==> config.mk <==
export PLATFORM = sky130hd
export DESIGN_NAME = link_health_mon
export DESIGN_NICKNAME = d
export VERILOG_FILES = /design/src/rtl/lkm_pkg.sv /design/src/rtl/lkm_decode.sv /design/src/rtl/lkm_timer.sv /design/src/rtl/link_health_mon.sv
export SDC_FILE = /design/constraint.sdc
export NUM_CORES = 1
export LEC_CHECK = 0
export CELL_PAD_IN_SITES_DETAIL_PLACEMENT = 1
export CELL_PAD_IN_SITES_GLOBAL_PLACEMENT = 1
export CORE_MARGIN = 1
export CORE_UTILIZATION = 30
export DETAILED_ROUTE_END_ITERATION = 8
export DONT_BUFFER_PORTS = 1
export GPL_ROUTABILITY_DRIVEN = 0
export HOLD_SLACK_MARGIN = 0.12
export PLACE_DENSITY = 0.67
export SYNTH_ARGS = -nofsm -noshare
export SYNTH_HDL_FRONTEND = slang
export SYNTH_SLANG_ARGS = --single-unit
==> constraint.sdc <==
create_clock -name clk -period 3.3 [get_ports clk]
set_clock_uncertainty 0.15 [all_clocks]
set_input_delay 0.66 -clock clk [delete_from_list [all_inputs] [get_ports clk]]
set_output_delay 0.66 -clock clk [all_outputs]
set_load 0.05 [all_outputs]
==> src/rtl/lkm_pkg.sv <==
package lkm_pkg;

   typedef enum logic [3:0] {
      ST_IDLE,
      ST_EVAL,
      ST_WAIT,
      ST_RXV,
      ST_RD_SET,
      ST_WR_SET,
      ST_HOLD,
      ST_RD_CLR,
      ST_WR_CLR
   } lkm_state_e;

endpackage

==> src/rtl/lkm_decode.sv <==
module lkm_decode #(
   parameter int DBG_W       = 32,
   parameter int PHY_DW      = 16,
   parameter int UP_BIT      = 4,
   parameter int TRAIN_BIT   = 29,
   parameter int STATE_W     = 6,
   parameter int LOCK_STATE  = 13,
   parameter int RXV_BIT     = 0
) (
   input  logic [DBG_W-1:0]  dbg0,
   input  logic [DBG_W-1:0]  dbg1,
   input  logic [PHY_DW-1:0] rdata,
   output logic              link_up,
   output logic              training,
   output logic              in_lock,
   output logic              rx_valid
);

   if (UP_BIT >= DBG_W || TRAIN_BIT >= DBG_W) begin : g_bad_flag_pos
      $error("flag bit outside debug word");
   end
   if (STATE_W > DBG_W || LOCK_STATE >= (1 << STATE_W)) begin : g_bad_state
      $error("state field does not fit");
   end
   if (RXV_BIT >= PHY_DW) begin : g_bad_rxv
      $error("receive-valid bit outside PHY word");
   end

   assign link_up  = dbg1[UP_BIT];
   assign training = dbg1[TRAIN_BIT];
   assign in_lock  = (dbg0[STATE_W-1:0] == STATE_W'(LOCK_STATE));
   assign rx_valid = rdata[RXV_BIT];

   logic unused_bits;
   assign unused_bits = ^{dbg0, dbg1, rdata};

endmodule

==> src/rtl/lkm_timer.sv <==
module lkm_timer #(
   parameter int CW = 8
) (
   input  logic          clk,
   input  logic          rst_n,
   input  logic          load,
   input  logic [CW-1:0] len,
   output logic          expired
);

   logic [CW-1:0] cnt_q;
   logic          run_q;

   always_ff @(posedge clk) begin
      if (!rst_n) begin
         cnt_q <= '0;
         run_q <= 1'b0;
      end else if (load) begin
         cnt_q <= len - CW'(1);
         run_q <= 1'b1;
      end else if (run_q) begin
         if (cnt_q == '0) run_q <= 1'b0;
         else             cnt_q <= cnt_q - CW'(1);
      end
   end

   assign expired = run_q && (cnt_q == '0);


   tmr_idle_chk: assert property (@(posedge clk) disable iff (!rst_n)
      expired |=> !expired || load);

endmodule

==> src/rtl/link_health_mon.sv <==
module link_health_mon
   import lkm_pkg::*;
#(
   parameter int DBG_W      = 32,
   parameter int PHY_AW     = 16,
   parameter int PHY_DW     = 16,
   parameter int MAX_RETRY  = 5,
   parameter int RETRY_CYC  = 1000,
   parameter int HOLD_CYC   = 250000,
   parameter int RXV_ADDR   = 'h100D,
   parameter int OVR_ADDR   = 'h1005,
   parameter int OVR_MASK   = 'h0028
) (
   input  logic              clk,
   input  logic              rst_n,
   input  logic              chk_start,
   input  logic [DBG_W-1:0]  dbg_stat0,
   input  logic [DBG_W-1:0]  dbg_stat1,
   output logic              phy_req,
   output logic              phy_we,
   output logic [PHY_AW-1:0] phy_addr,
   output logic [PHY_DW-1:0] phy_wdata,
   input  logic              phy_ack,
   input  logic [PHY_DW-1:0] phy_rdata,
   input  logic              phy_err,
   output logic              chk_done,
   output logic              link_good,
   output logic              recovered,
   output logic              recov_error
);

   localparam int MAXC = (RETRY_CYC > HOLD_CYC) ? RETRY_CYC : HOLD_CYC;
   localparam int CW   = $clog2(MAXC + 1);
   localparam int RW   = $clog2(MAX_RETRY + 1);

   if (RETRY_CYC < 1 || HOLD_CYC < 1) begin : g_bad_len
      $error("wait lengths must be at least one cycle");
   end
   if (MAX_RETRY < 1) begin : g_bad_retry
      $error("MAX_RETRY must be at least one");
   end

   lkm_state_e     st_q, st_d;
   logic [RW-1:0]  retry_q;
   logic [PHY_DW-1:0] ovr_q;
   logic           up, trn, lock, rxv, expired;
   logic           tmr_load;
   logic [CW-1:0]  tmr_len;
   logic           fin, fin_good, fin_rec, fin_err;
   logic           ok_ack, bad_ack;

   lkm_decode #(
      .DBG_W(DBG_W), .PHY_DW(PHY_DW)
   ) u_dec (
      .dbg0(dbg_stat0), .dbg1(dbg_stat1), .rdata(phy_rdata),
      .link_up(up), .training(trn), .in_lock(lock), .rx_valid(rxv)
   );

   lkm_timer #(.CW(CW)) u_tmr (
      .clk(clk), .rst_n(rst_n), .load(tmr_load), .len(tmr_len), .expired(expired)
   );

   assign ok_ack  = phy_ack && !phy_err;
   assign bad_ack = phy_ack && phy_err;

   always_comb begin
      st_d     = st_q;
      fin      = 1'b0;
      fin_good = 1'b0;
      fin_rec  = 1'b0;
      fin_err  = 1'b0;
      tmr_load = 1'b0;
      tmr_len  = CW'(HOLD_CYC);
      unique case (st_q)
         ST_IDLE:   if (chk_start) st_d = ST_EVAL;
         ST_EVAL: begin
            if (!up)                                 st_d = ST_RXV;
            else if (!trn)                           begin fin = 1'b1; fin_good = 1'b1; end
            else if (retry_q == RW'(MAX_RETRY))      st_d = ST_RXV;
            else begin
               st_d     = ST_WAIT;
               tmr_load = 1'b1;
               tmr_len  = CW'(RETRY_CYC);
            end
         end
         ST_WAIT:   if (expired) st_d = ST_EVAL;
         ST_RXV: begin
            if (bad_ack)                       begin fin = 1'b1; fin_err = 1'b1; end
            else if (ok_ack && (rxv || !lock)) fin = 1'b1;
            else if (ok_ack)                   st_d = ST_RD_SET;
         end
         ST_RD_SET: begin
            if (bad_ack)     begin fin = 1'b1; fin_err = 1'b1; end
            else if (ok_ack) st_d = ST_WR_SET;
         end
         ST_WR_SET: begin
            if (bad_ack)     begin fin = 1'b1; fin_err = 1'b1; end
            else if (ok_ack) begin st_d = ST_HOLD; tmr_load = 1'b1; end
         end
         ST_HOLD:   if (expired) st_d = ST_RD_CLR;
         ST_RD_CLR: begin
            if (bad_ack)     begin fin = 1'b1; fin_err = 1'b1; end
            else if (ok_ack) st_d = ST_WR_CLR;
         end
         ST_WR_CLR: begin
            if (bad_ack)     begin fin = 1'b1; fin_err = 1'b1; end
            else if (ok_ack) begin fin = 1'b1; fin_rec = 1'b1; end
         end
         default:   st_d = ST_IDLE;
      endcase
      if (fin) st_d = ST_IDLE;
   end

   always_ff @(posedge clk) begin
      if (!rst_n) begin
         st_q        <= ST_IDLE;
         retry_q     <= '0;
         ovr_q       <= '0;
         chk_done    <= 1'b0;
         link_good   <= 1'b0;
         recovered   <= 1'b0;
         recov_error <= 1'b0;
      end else begin
         st_q     <= st_d;
         chk_done <= fin;
         if (fin) begin
            link_good   <= fin_good;
            recovered   <= fin_rec;
            recov_error <= fin_err;
         end
         if (st_q == ST_IDLE)                      retry_q <= '0;
         else if (st_q == ST_EVAL && tmr_load)     retry_q <= retry_q + RW'(1);
         if (ok_ack && st_q == ST_RD_SET)          ovr_q <= phy_rdata | PHY_DW'(OVR_MASK);
         if (ok_ack && st_q == ST_RD_CLR)          ovr_q <= phy_rdata & ~PHY_DW'(OVR_MASK);
      end
   end

   always_comb begin
      phy_req   = 1'b0;
      phy_we    = 1'b0;
      phy_addr  = PHY_AW'(OVR_ADDR);
      phy_wdata = ovr_q;
      unique case (st_q)
         ST_RXV:               begin phy_req = 1'b1; phy_addr = PHY_AW'(RXV_ADDR); end
         ST_RD_SET, ST_RD_CLR: phy_req = 1'b1;
         ST_WR_SET, ST_WR_CLR: begin phy_req = 1'b1; phy_we = 1'b1; end
         default:              phy_req = 1'b0;
      endcase
   end

   // hold-window observer for R9
   logic          armed_q;
   logic [CW-1:0] since_q;
   always_ff @(posedge clk) begin
      if (!rst_n) begin
         armed_q <= 1'b0;
         since_q <= '0;
      end else begin
         if (phy_ack && phy_we && phy_wdata[3] && phy_wdata[5] && !armed_q) begin
            armed_q <= 1'b1;
            since_q <= '0;
         end else if (armed_q && phy_req && !phy_we) begin
            armed_q <= 1'b0;
         end else if (armed_q && since_q != {CW{1'b1}}) begin
            since_q <= since_q + CW'(1);
         end
      end
   end


   hold_len_chk: assert property (@(posedge clk) disable iff (!rst_n)
      (armed_q && phy_req && !phy_we) |-> (since_q >= CW'(HOLD_CYC - 1)));


   req_stable_chk: assert property (@(posedge clk) disable iff (!rst_n)
      (phy_req && !phy_ack) |=> (phy_req && $stable(phy_addr) && $stable(phy_we) && $stable(phy_wdata)));


   good_noacc_chk: assert property (@(posedge clk) disable iff (!rst_n)
      (chk_done && link_good) |-> (!recovered && !recov_error && !phy_req));


   err_stop_chk: assert property (@(posedge clk) disable iff (!rst_n)
      (phy_ack && phy_err) |=> !phy_req);


   done_pulse_chk: assert property (@(posedge clk) disable iff (!rst_n)
      chk_done |=> !chk_done);

endmodule

# Word-level counts from Yosys, hierarchy flattened
# Index checks and enable logic that the tools add are counted.
# totals
romBits	0
reg_bits	45
elab_cells	108
memories	0
ramBits	0
latch_bits	0
# op_classes
mul	0
n_eq_ne	24
n_lt_le_gt_ge	0
bitwise_logic	2
add_sub_neg	3
shift	0
n_div	0
n_mux	47
n_reduce_logical	22
# op_table
operator	n
two-way mux 18 bit	7
two-way mux 4 bit	15
case mux 4 bit (9 select lines)	1
subtractor 18 x 1 -> 18 bit, second input constant	2
two-way mux 16 bit	2
!= test 2 bit, second input constant	13
two-way mux 1 bit	20
zero test 18 bit	1
equality test 4 x 3 -> 1 bit, second input constant	4
AND reduction 14 bit	1
equality test 4 x 2 -> 1 bit, second input constant	2
OR reduction 2 bit	4
logical AND 1 bit	7
equality test 6 x 4 -> 1 bit, second input constant	1
OR reduction 5 bit	1
equality test 4 x 1 -> 1 bit, second input constant	1
equality test 4 bit, second input constant	1
zero test 4 bit	1
case mux 1 bit (4 select lines)	1
nonzero test 2 bit	2
adder 3 x 1 -> 3 bit, second input constant	1
equality test 3 bit, second input constant	1
!= test 3 bit, second input constant	1
OR reduction 3 bit	1
other kinds (5)	7

# Logic depth before layout (Yosys ltp)
# Gate-level depths: netlist of the first run.
# depth
ltp_word	8
depth_mapped	14
mapped_depth_nobuf	13

# Hierarchy
# Synthesis of the first run repeated with hierarchy kept, for this count alone.
# hier_totals
cells_unflattened	356
area_unflattened_um2	3133.0
# modules_own_cells
mod	seq_area_each_um2	cells_per_inst	area_per_inst_um2	n_inst
lkm_timer	380.4	193	1606.5	1
link_health_mon	520.5	158	1488.9	1
lkm_decode	0.0	5	37.5	1

# Worst setup path after synthesis of the first run
# No wires, ideal clock.
# synth_timing
path_type	input -> register
from	in phy_ack
to	reg u_tmr.cnt_q[10]
setup_ns	0.064
t_arrival_ns	2.938
required_time_ns	3.086
n_path_buf	1
path_stages	12
setup_slack_ns	0.148
cell_sequence	nor4bb_1 > clkbuf_1 > nor2b_1 > nor2_1 > nand2_1 > ha_1 > nand2b_1 > nor4_1 > nand3_1 > nor4_1 > mux2_2 > nor2_1
# synth_between
elab_chain_cells	6
elab_cells_between_ends	9
classes_between	eq/ne (1); mux (4); reduce/logical (4)
# synth_rtl
element	line	source
from (decl)	link_health_mon.sv:23	input logic phy_ack,
logical AND 1 bit	link_health_mon.sv:63	assign ok_ack = phy_ack && !phy_err;
two-way mux 1 bit	link_health_mon.sv:98	else if (ok_ack) begin st_d = ST_HOLD; tmr_load = 1'b1; end
two-way mux 1 bit *	--	
case mux 1 bit (2 select lines) *	link_health_mon.sv:74	unique case (st_q)
!= test 2 bit (no line) / nonzero test 2 bit (equally long branches)	--	
AND reduction 2 bit (no line)	--	
to (signal assigned)	lkm_timer.sv:19	cnt_q <= len - CW'(1);
to (signal assigned)	lkm_timer.sv:23	else cnt_q <= cnt_q - CW'(1);
to (decl)	lkm_timer.sv:11	logic [CW-1:0] cnt_q;
# Every way passes the cells marked *; elsewhere a longest branch is shown, timed or not.
# A chain may end at the register's enable or synchronous reset.

# Worst setup path in the final report of the first run
# layout_timing
from	reg st_q[2]
to	reg u_tmr.cnt_q[10]
# layout_between
elab_chain_cells	4
elab_cells_between_ends	9
classes_between	add/sub (1); eq/ne (3); mux (3); reduce/logical (2)
# layout_rtl
element	line	source
from (decl)	link_health_mon.sv:43	lkm_state_e st_q, st_d;
from (signal assigned)	link_health_mon.sv:124	st_q <= st_d;
equality test 4 x 1 -> 1 bit / equality test 4 x 3 -> 1 bit (equally long branches)	link_health_mon.sv:74	
two-way mux 18 bit / case mux 1 bit (2 select lines) (equally long branches)	link_health_mon.sv:74	
subtractor 18 x 1 -> 18 bit, or another cell as far along	lkm_timer.sv:19	
two-way mux 18 bit / AND reduction 2 bit (equally long branches)	--	
# Several ways; a longest one is shown, not always the timed one.

==> run metrics, run 1 <==
status=finished clean; DR DRC count=0; drt initial violations=59; Tightest Pin Transition=1.01 ns; initial core utilization=31.3%; Routed wire per std cell=14.4 µm; die area=0.00801 mm²; Clock Latency Late Sink=0.29 ns; crit-path max FO=7; Final Hold Fails=0; Die Wd=89.5 µm; final cell count without fillers=377; placed cell count=369; WP data arrival=3.05 ns; period utilization=90.0%; cell count after synthesis=274; gr usage total=13.9%; Startpoint Class=register; CTS Hold Bufs=0; async set-reset flop share out of synthesis=0%; Required @ worst endpoint=3.38 ns; Post-Route Setup TNS=0 ns; Vias/cell=4.99; synthesized area=0.00230 mm²; FP Rows=31; CTS tree=done; P_leak=1.07 nW; n_diodes=0; Hold Startpoint=rst_n; CTS Sinks=45; Setup violations, final=0; final design utilization=34.5%; Main synth FF type=dfxtp_1; TritonCTS Buffers=5; Detail Route Antenna Nets=0; Max Cap Violations=0; most frequent cells in the layout=45 x dfxtp_1, 37 x nor2_1, 18 x nand2_1; Yosys cell types=46; Critical Path Source=st_q[2]$_SDFFE_PP0P_; maximum clock rate=337 MHz; Peak VDD IR=251 µV; Root Buffer=clkbuf_8; CP Capture Type=register; I/O Buffers=0; Clock Path Buffers=2; Clk pin slew, worst setup/hold paths=0.09 ns; Die Height=89.5 µm; first-pass GRT wire length=8560 µm; core area=0.00733 mm²; RSZ-0062 raised after global routing=no; largest net degree at the start of global routing=26; I/O pins=123; relative slew slack=32.6%; Slew Limit Fails=0; setup bufs post-CTS=0; via count=1,880; vias in the first global route=1,811; HPWL Detailed=4030 µm; share of cells above drive strength 1=10.1%; Post-synth EDFFs=0; synthesis-stage register bit count=45; pwr dens=687 mW/mm²; wirelength, routed=5440 µm; syn_area_per_cell=8.38 µm²; CTS H-tree lvls=2; fin nets=365; router iterations before antenna repair=4; initial antenna violation count=0; reg2reg start=st_q[2]$_SDFFE_PP0P_; Area growth syn-to-layout=10.2%; synth warn=0; most common cell after layout, fill and taps aside=dfxtp_1; GRT Residual Overflow=0; Hold Crit Class=input pin to register; start-to-end type of the worst setup path=register to register; Final Critical Period=2.97 ns; sequential share of the synthesized area=39.2%
## synth_stat cells, drive strengths merged, types with 3 or more instances
cell type	n	share of area (%)
nor2b	3	0.82
nor3	6	1.3
nor4	6	2.2
a211oi	3	0.98
or4	4	1.5
clkbuf	8	1.3
nand2	18	2.9
or3	7	1.9
ha	3	1.6
buf	21	6.3
nand3	9	2.0
dfxtp	45	39
a31oi	4	1.1
inv	8	1.3
o21ai	17	3.7
nand2b	5	1.4
o41ai	4	1.5
nor2	37	6.0
mux2i	15	6.5
xnor2	9	3.4
a21oi	16	3.5
## through the flow
stage	hold slack (ns)	worst slack (ns)	cell area, µm²	total power [W]
floorplan	0.323	0.148	2350	0.00114
global placement	0.344	0.204	2380	0.00123
detailed placement	0.349	0.184	2380	0.00125
CTS	0.321	0.140	2520	0.00175
global route	0.309	0.0506	2530	0.00186
finish	0.327	0.329	2530	0.00174
## critical path, cell delays in order, from the launching register on
cell and delay, ns:
dfxtp_1 0.43, buf_4 0.18, nor4bb_1 0.30, nor2b_1 0.24
nor2_1 0.10, nand2_1 0.08, ha_1 0.18, nand2b_1 0.11
nor4_1 0.29, nand3_1 0.20, nor4_2 0.21, mux2_2 0.36
nor2_1 0.09
## what timing repair did
| item | CTS | global route |
|---|---|---|
| endpoints found under the hold margin | 0 | 0 |
| gates resized for setup | 0 | 2 |
| setup endpoints to repair | 0 | 2 |
## power by group
| group | internal [W] | switching [W] | leakage [nW] |
|---|---|---|---|
| Combinational | 0.000215 | 0.000369 | 0.641 |
| Clock | 0.000301 | 0.000194 | 0.0681 |
| Sequential | 0.000596 | 0.0000651 | 0.364 |
| Total | 0.00111 | 0.000629 | 1.07 |
## sequential cells by signal, indices dropped and copies added, names as in the netlist
name / cells
st_q: 4
phy_wdata: 15
u_tmr.run_q: 1
recovered: 1
chk_done: 1
u_tmr.cnt_q: 18
retry_q: 3
recov_error: 1
link_good: 1
## kinds of logic (layout without fill, tap and decap cells)
family                     Yosys count  count (layout)  share of synthesized area [%]
other                                2              15                          0.327
and+or+nand+nor                    104             104                           23.3
DFF                                 45              45                           39.2
AOI/OAI and AO/OA                   57              57                           15.7
xor gates and xnor gates            10              10                           3.81
adders and majority gates            3               3                           1.63
muxes                               16              16                           7.03
buffers and inverters               37              28                           8.93
## layer usage
layer | track usage [%] | wire length, µm | vias to the layer above
met5 | 0 | 0 | -
met4 | 2.60 | 24 | 0
met3 | 2.95 | 208 | 2
met2 | 24.4 | 2700 | 36
met1 | 17.6 | 2510 | 905
li1 | - | - | 937
## path summary, 6_finish.rpt
check	cells after the start	to	slack, ns
min	1	u_tmr.cnt_q[5]$_SDFFE_PN0P_	0.33
max reg2reg	12	u_tmr.cnt_q[10]$_SDFFE_PN0P_	0.33
max	12	u_tmr.cnt_q[10]$_SDFFE_PN0P_	0.33
min reg2reg	2	u_tmr.cnt_q[4]$_SDFFE_PN0P_	0.36
## area by class of cell
| class | instances | area (µm²) |
|---|---|---|
| clock buffer | 5 | 68.8 |
| clock inverter | 3 | 65.1 |
| fill | 873 | 4800 |
| inverter | 8 | 30.0 |
| multi-input combinational | 205 | 1250 |
| sequential | 45 | 901 |
| tap | 99 | 124 |
| timing repair buffer | 12 | 90.1 |
Note: power is estimated with default switching activity, not from simulation.
==> run 2, diff against run 1 <==
==> constraint.sdc (replaced) <==
create_clock -name clk -period 3.3 [get_ports clk]
set_clock_uncertainty 0.15 [all_clocks]
set_input_delay 0.33 -clock clk [delete_from_list [all_inputs] [get_ports clk]]
set_output_delay 0.33 -clock clk [all_outputs]
set_load 0.05 [all_outputs]
==> run 2 against run 1 <==
  * Combinational power up 3%
  * Die area unchanged
  * Global-route usage up 1.3 points
  * Sequential cell count unchanged
  * Register-to-register slack about the same
  * Cell count up 4.2%
  * Routed wire length up 7.4%
  * Via count up 5.7%
  * Sequential power about the same
  * Largest cell class unchanged
==> run metrics, run 2 (synthesis results as in run 1) <==
relative slew slack=33.0% (+0.49 points); r2r worst-path depth=12 (unchanged); crit path capture=u_tmr.cnt_q[10]$_SDFFE_PN0P_; first-pass GRT wire length=9270 µm (+8.3%); P_leak=1.12 nW (+4.9%); HPWL Detailed=4000 µm (-0.87%); period utilization=89.9% (-0.16 points); Hold Crit Class=input pin to register; drt initial violations=58 (-1.7%); number of cells on the critical path=12 (unchanged); gr busiest metal=met2; FF-to-FF End=u_tmr.cnt_q[10]$_SDFFE_PN0P_; CP Capture Type=register; Die Height=89.5 µm (unchanged); I/O Buffers=0 (unchanged); GRT Residual Overflow=0 (unchanged); gr usage total=15.2% (+1.3 points); Required @ worst endpoint=3.39 ns (about the same); CTS Sinks=45 (unchanged); initial core utilization=31.3% (unchanged); start-to-end type of the worst setup path=register to register; initial antenna violation count=0 (unchanged); router iterations before antenna repair=4 (unchanged); via count=1,987 (+5.7%); Clock Path Buffers=2 (unchanged); r2r setup slk=0.33 ns (about the same); FP Rows=31 (unchanged); Post-Route Setup TNS=0 ns (unchanged); Max Cap Violations=0 (unchanged); RSZ-0062 raised after global routing=no; largest net degree at the start of global routing=26 (unchanged); Critical Path Source=st_q[2]$_SDFFE_PP0P_; Final Critical Period=2.97 ns (-0.00530 ns); max FFs per register=18 (unchanged); Peak VDD IR=220 µV (-12%); pwr dens=615 mW/mm² (-11%); status=finished clean; Largest Register=u_tmr.cnt_q; wirelength, routed=5850 µm (+7.4%); Vias/cell=5.06 (+1.4%); core area=0.00733 mm² (unchanged); Tightest Pin Transition=1.00 ns (-0.00727 ns); Bufs and invs on worst path=1 (unchanged); setup bufs post-CTS=0 (unchanged); Slew Limit Fails=0 (unchanged); worst path cell trace=buf_4 -> nor4bb_2 -> nor2b_1 -> nor2_1 -> nand2_1 -> ha_1 -> nand2b_1 -> nor4_1 -> nand3_1 -> nor4_1 -> mux2_2 -> nor2_1; crit-path max cell delay=0.44 ns (about the same); I/O pins=123 (unchanged); die area=0.00801 mm² (unchanged); Setup violations, final=0 (unchanged); hold_ws=0.126 ns (-0.201 ns); reg2reg start=st_q[2]$_SDFFE_PP0P_; fin nets=381 (+4.4%); Clock Latency Late Sink=0.30 ns (about the same); maximum clock rate=337 MHz (+0.18%); share of cells above drive strength 1=9.18% (-0.89 points); Final Hold Fails=0 (unchanged); setup slack after placement=0.259 ns (+0.0756 ns); Area growth syn-to-layout=15.8%; met2 Track Usage GR=25.5% (+1.1 points); setup ws final=0.334 ns (+0.00530 ns); Detail Route Antenna Nets=0 (unchanged); WP data arrival=3.06 ns (about the same); Crit-path slowest cell=dfxtp_1; vias in the first global route=1,949 (+7.6%); hold path cells=2 (+1); n_diodes=0 (unchanged); DR DRC count=0 (unchanged); Clk pin slew, worst setup/hold paths=0.09 ns (about the same); CTS tree=done; Root Buffer=clkbuf_8; most frequent cells in the layout=45 x dfxtp_1, 37 x nor2_1, 18 x nand2_1; TritonCTS Buffers=5 (unchanged); most common cell after layout, fill and taps aside=dfxtp_1; Routed wire per std cell=14.9 µm (+3.0%); crit-path max FO=7 (unchanged); grt met1 use=19.0% (+1.4 points); Die Wd=89.5 µm (unchanged); Startpoint Class=register; delay-heaviest family, CP=simple AND/OR/NAND/NOR gates; CTS H-tree lvls=2 (unchanged); Global Route met3 Usage=4.25% (+1.3 points)
run 2: cell count changes in the layout (fill, tap and decap cells not counted):
cell and change:
bufinv_16 -2, nor4_1 +1, nor4bb_1 -1, dlygate4sd3_1 +17
buf_4 -1, clkbuf_8 +2, nor4_2 -1, nor4bb_2 +1
run 2: final cells by class:
cell class                      instances  area [µm²]
Clock buffer                            7        96.3
Clock inverter                          1        5.00
Fill cell                             877        4670
Inverter                                8        30.0
Multi-Input combinational cell        205        1250
Sequential cell                        45         901
Tap cell                               99         124
Timing Repair Buffer                   28         253
run 2: through the flow:
step | util [%] | area (µm²) | cells | total power (W)
4_1_cts | 36.1 | 2650 | 393 | 0.00165
3_3_place_gp | 32.4 | 2380 | 368 | 0.00123
2_1_floorplan | - | 2350 | 287 | 0.00114
6_report | 36.3 | 2660 | 393 | 0.00164
5_1_grt | 36.3 | 2660 | 393 | 0.00176
3_5_place_dp | 32.4 | 2380 | 368 | 0.00125
run 2: metal layers:
layer / wire [µm] / part of all wire [%]
met1: 2660 / 46
met2: 2880 / 49
met3: 218 / 3.7
met4: 79 / 1.4
met5: 0 / 0
run 2: worst min path at each step:
stage / from / endpoint / slack [ns]
finish: rst_n / u_tmr.cnt_q[10]$_SDFFE_PN0P_ / 0.13
global route: rst_n / u_tmr.cnt_q[10]$_SDFFE_PN0P_ / 0.15
CTS: rst_n / u_tmr.cnt_q[10]$_SDFFE_PN0P_ / 0.14
detailed placement: rst_n / u_tmr.cnt_q[5]$_SDFFE_PN0P_ / 0.31
global placement: rst_n / u_tmr.cnt_q[5]$_SDFFE_PN0P_ / 0.30
floorplan: u_tmr.cnt_q[4]$_SDFFE_PN0P_ / u_tmr.cnt_q[4]$_SDFFE_PN0P_ / 0.32
run 2: where the power goes:
part           internal (W)  leakage [nW]  total, W  switching [W]
logic              0.000228         0.707  0.000601       0.000373
clock network      0.000189        0.0542  0.000375       0.000186
registers          0.000596         0.364  0.000661      0.0000652
total               0.00101          1.12   0.00164       0.000624
run 2: worst register-to-register path, stage by stage, from the launching register on:
cell	delay, ns
dfxtp_1	0.44
buf_4	0.19
nor4bb_2	0.28
nor2b_1	0.23
nor2_1	0.10
nand2_1	0.08
ha_1	0.18
nand2b_1	0.11
nor4_1	0.26
nand3_1	0.18
nor4_1	0.26
mux2_2	0.37
nor2_1	0.09
run 2: timing repair:
action	4_1_cts	5_1_grt
gates resized for setup	0	2
endpoints found under the hold margin	37	0
endpoints found under the setup margin	0	1
hold buffers	17	0
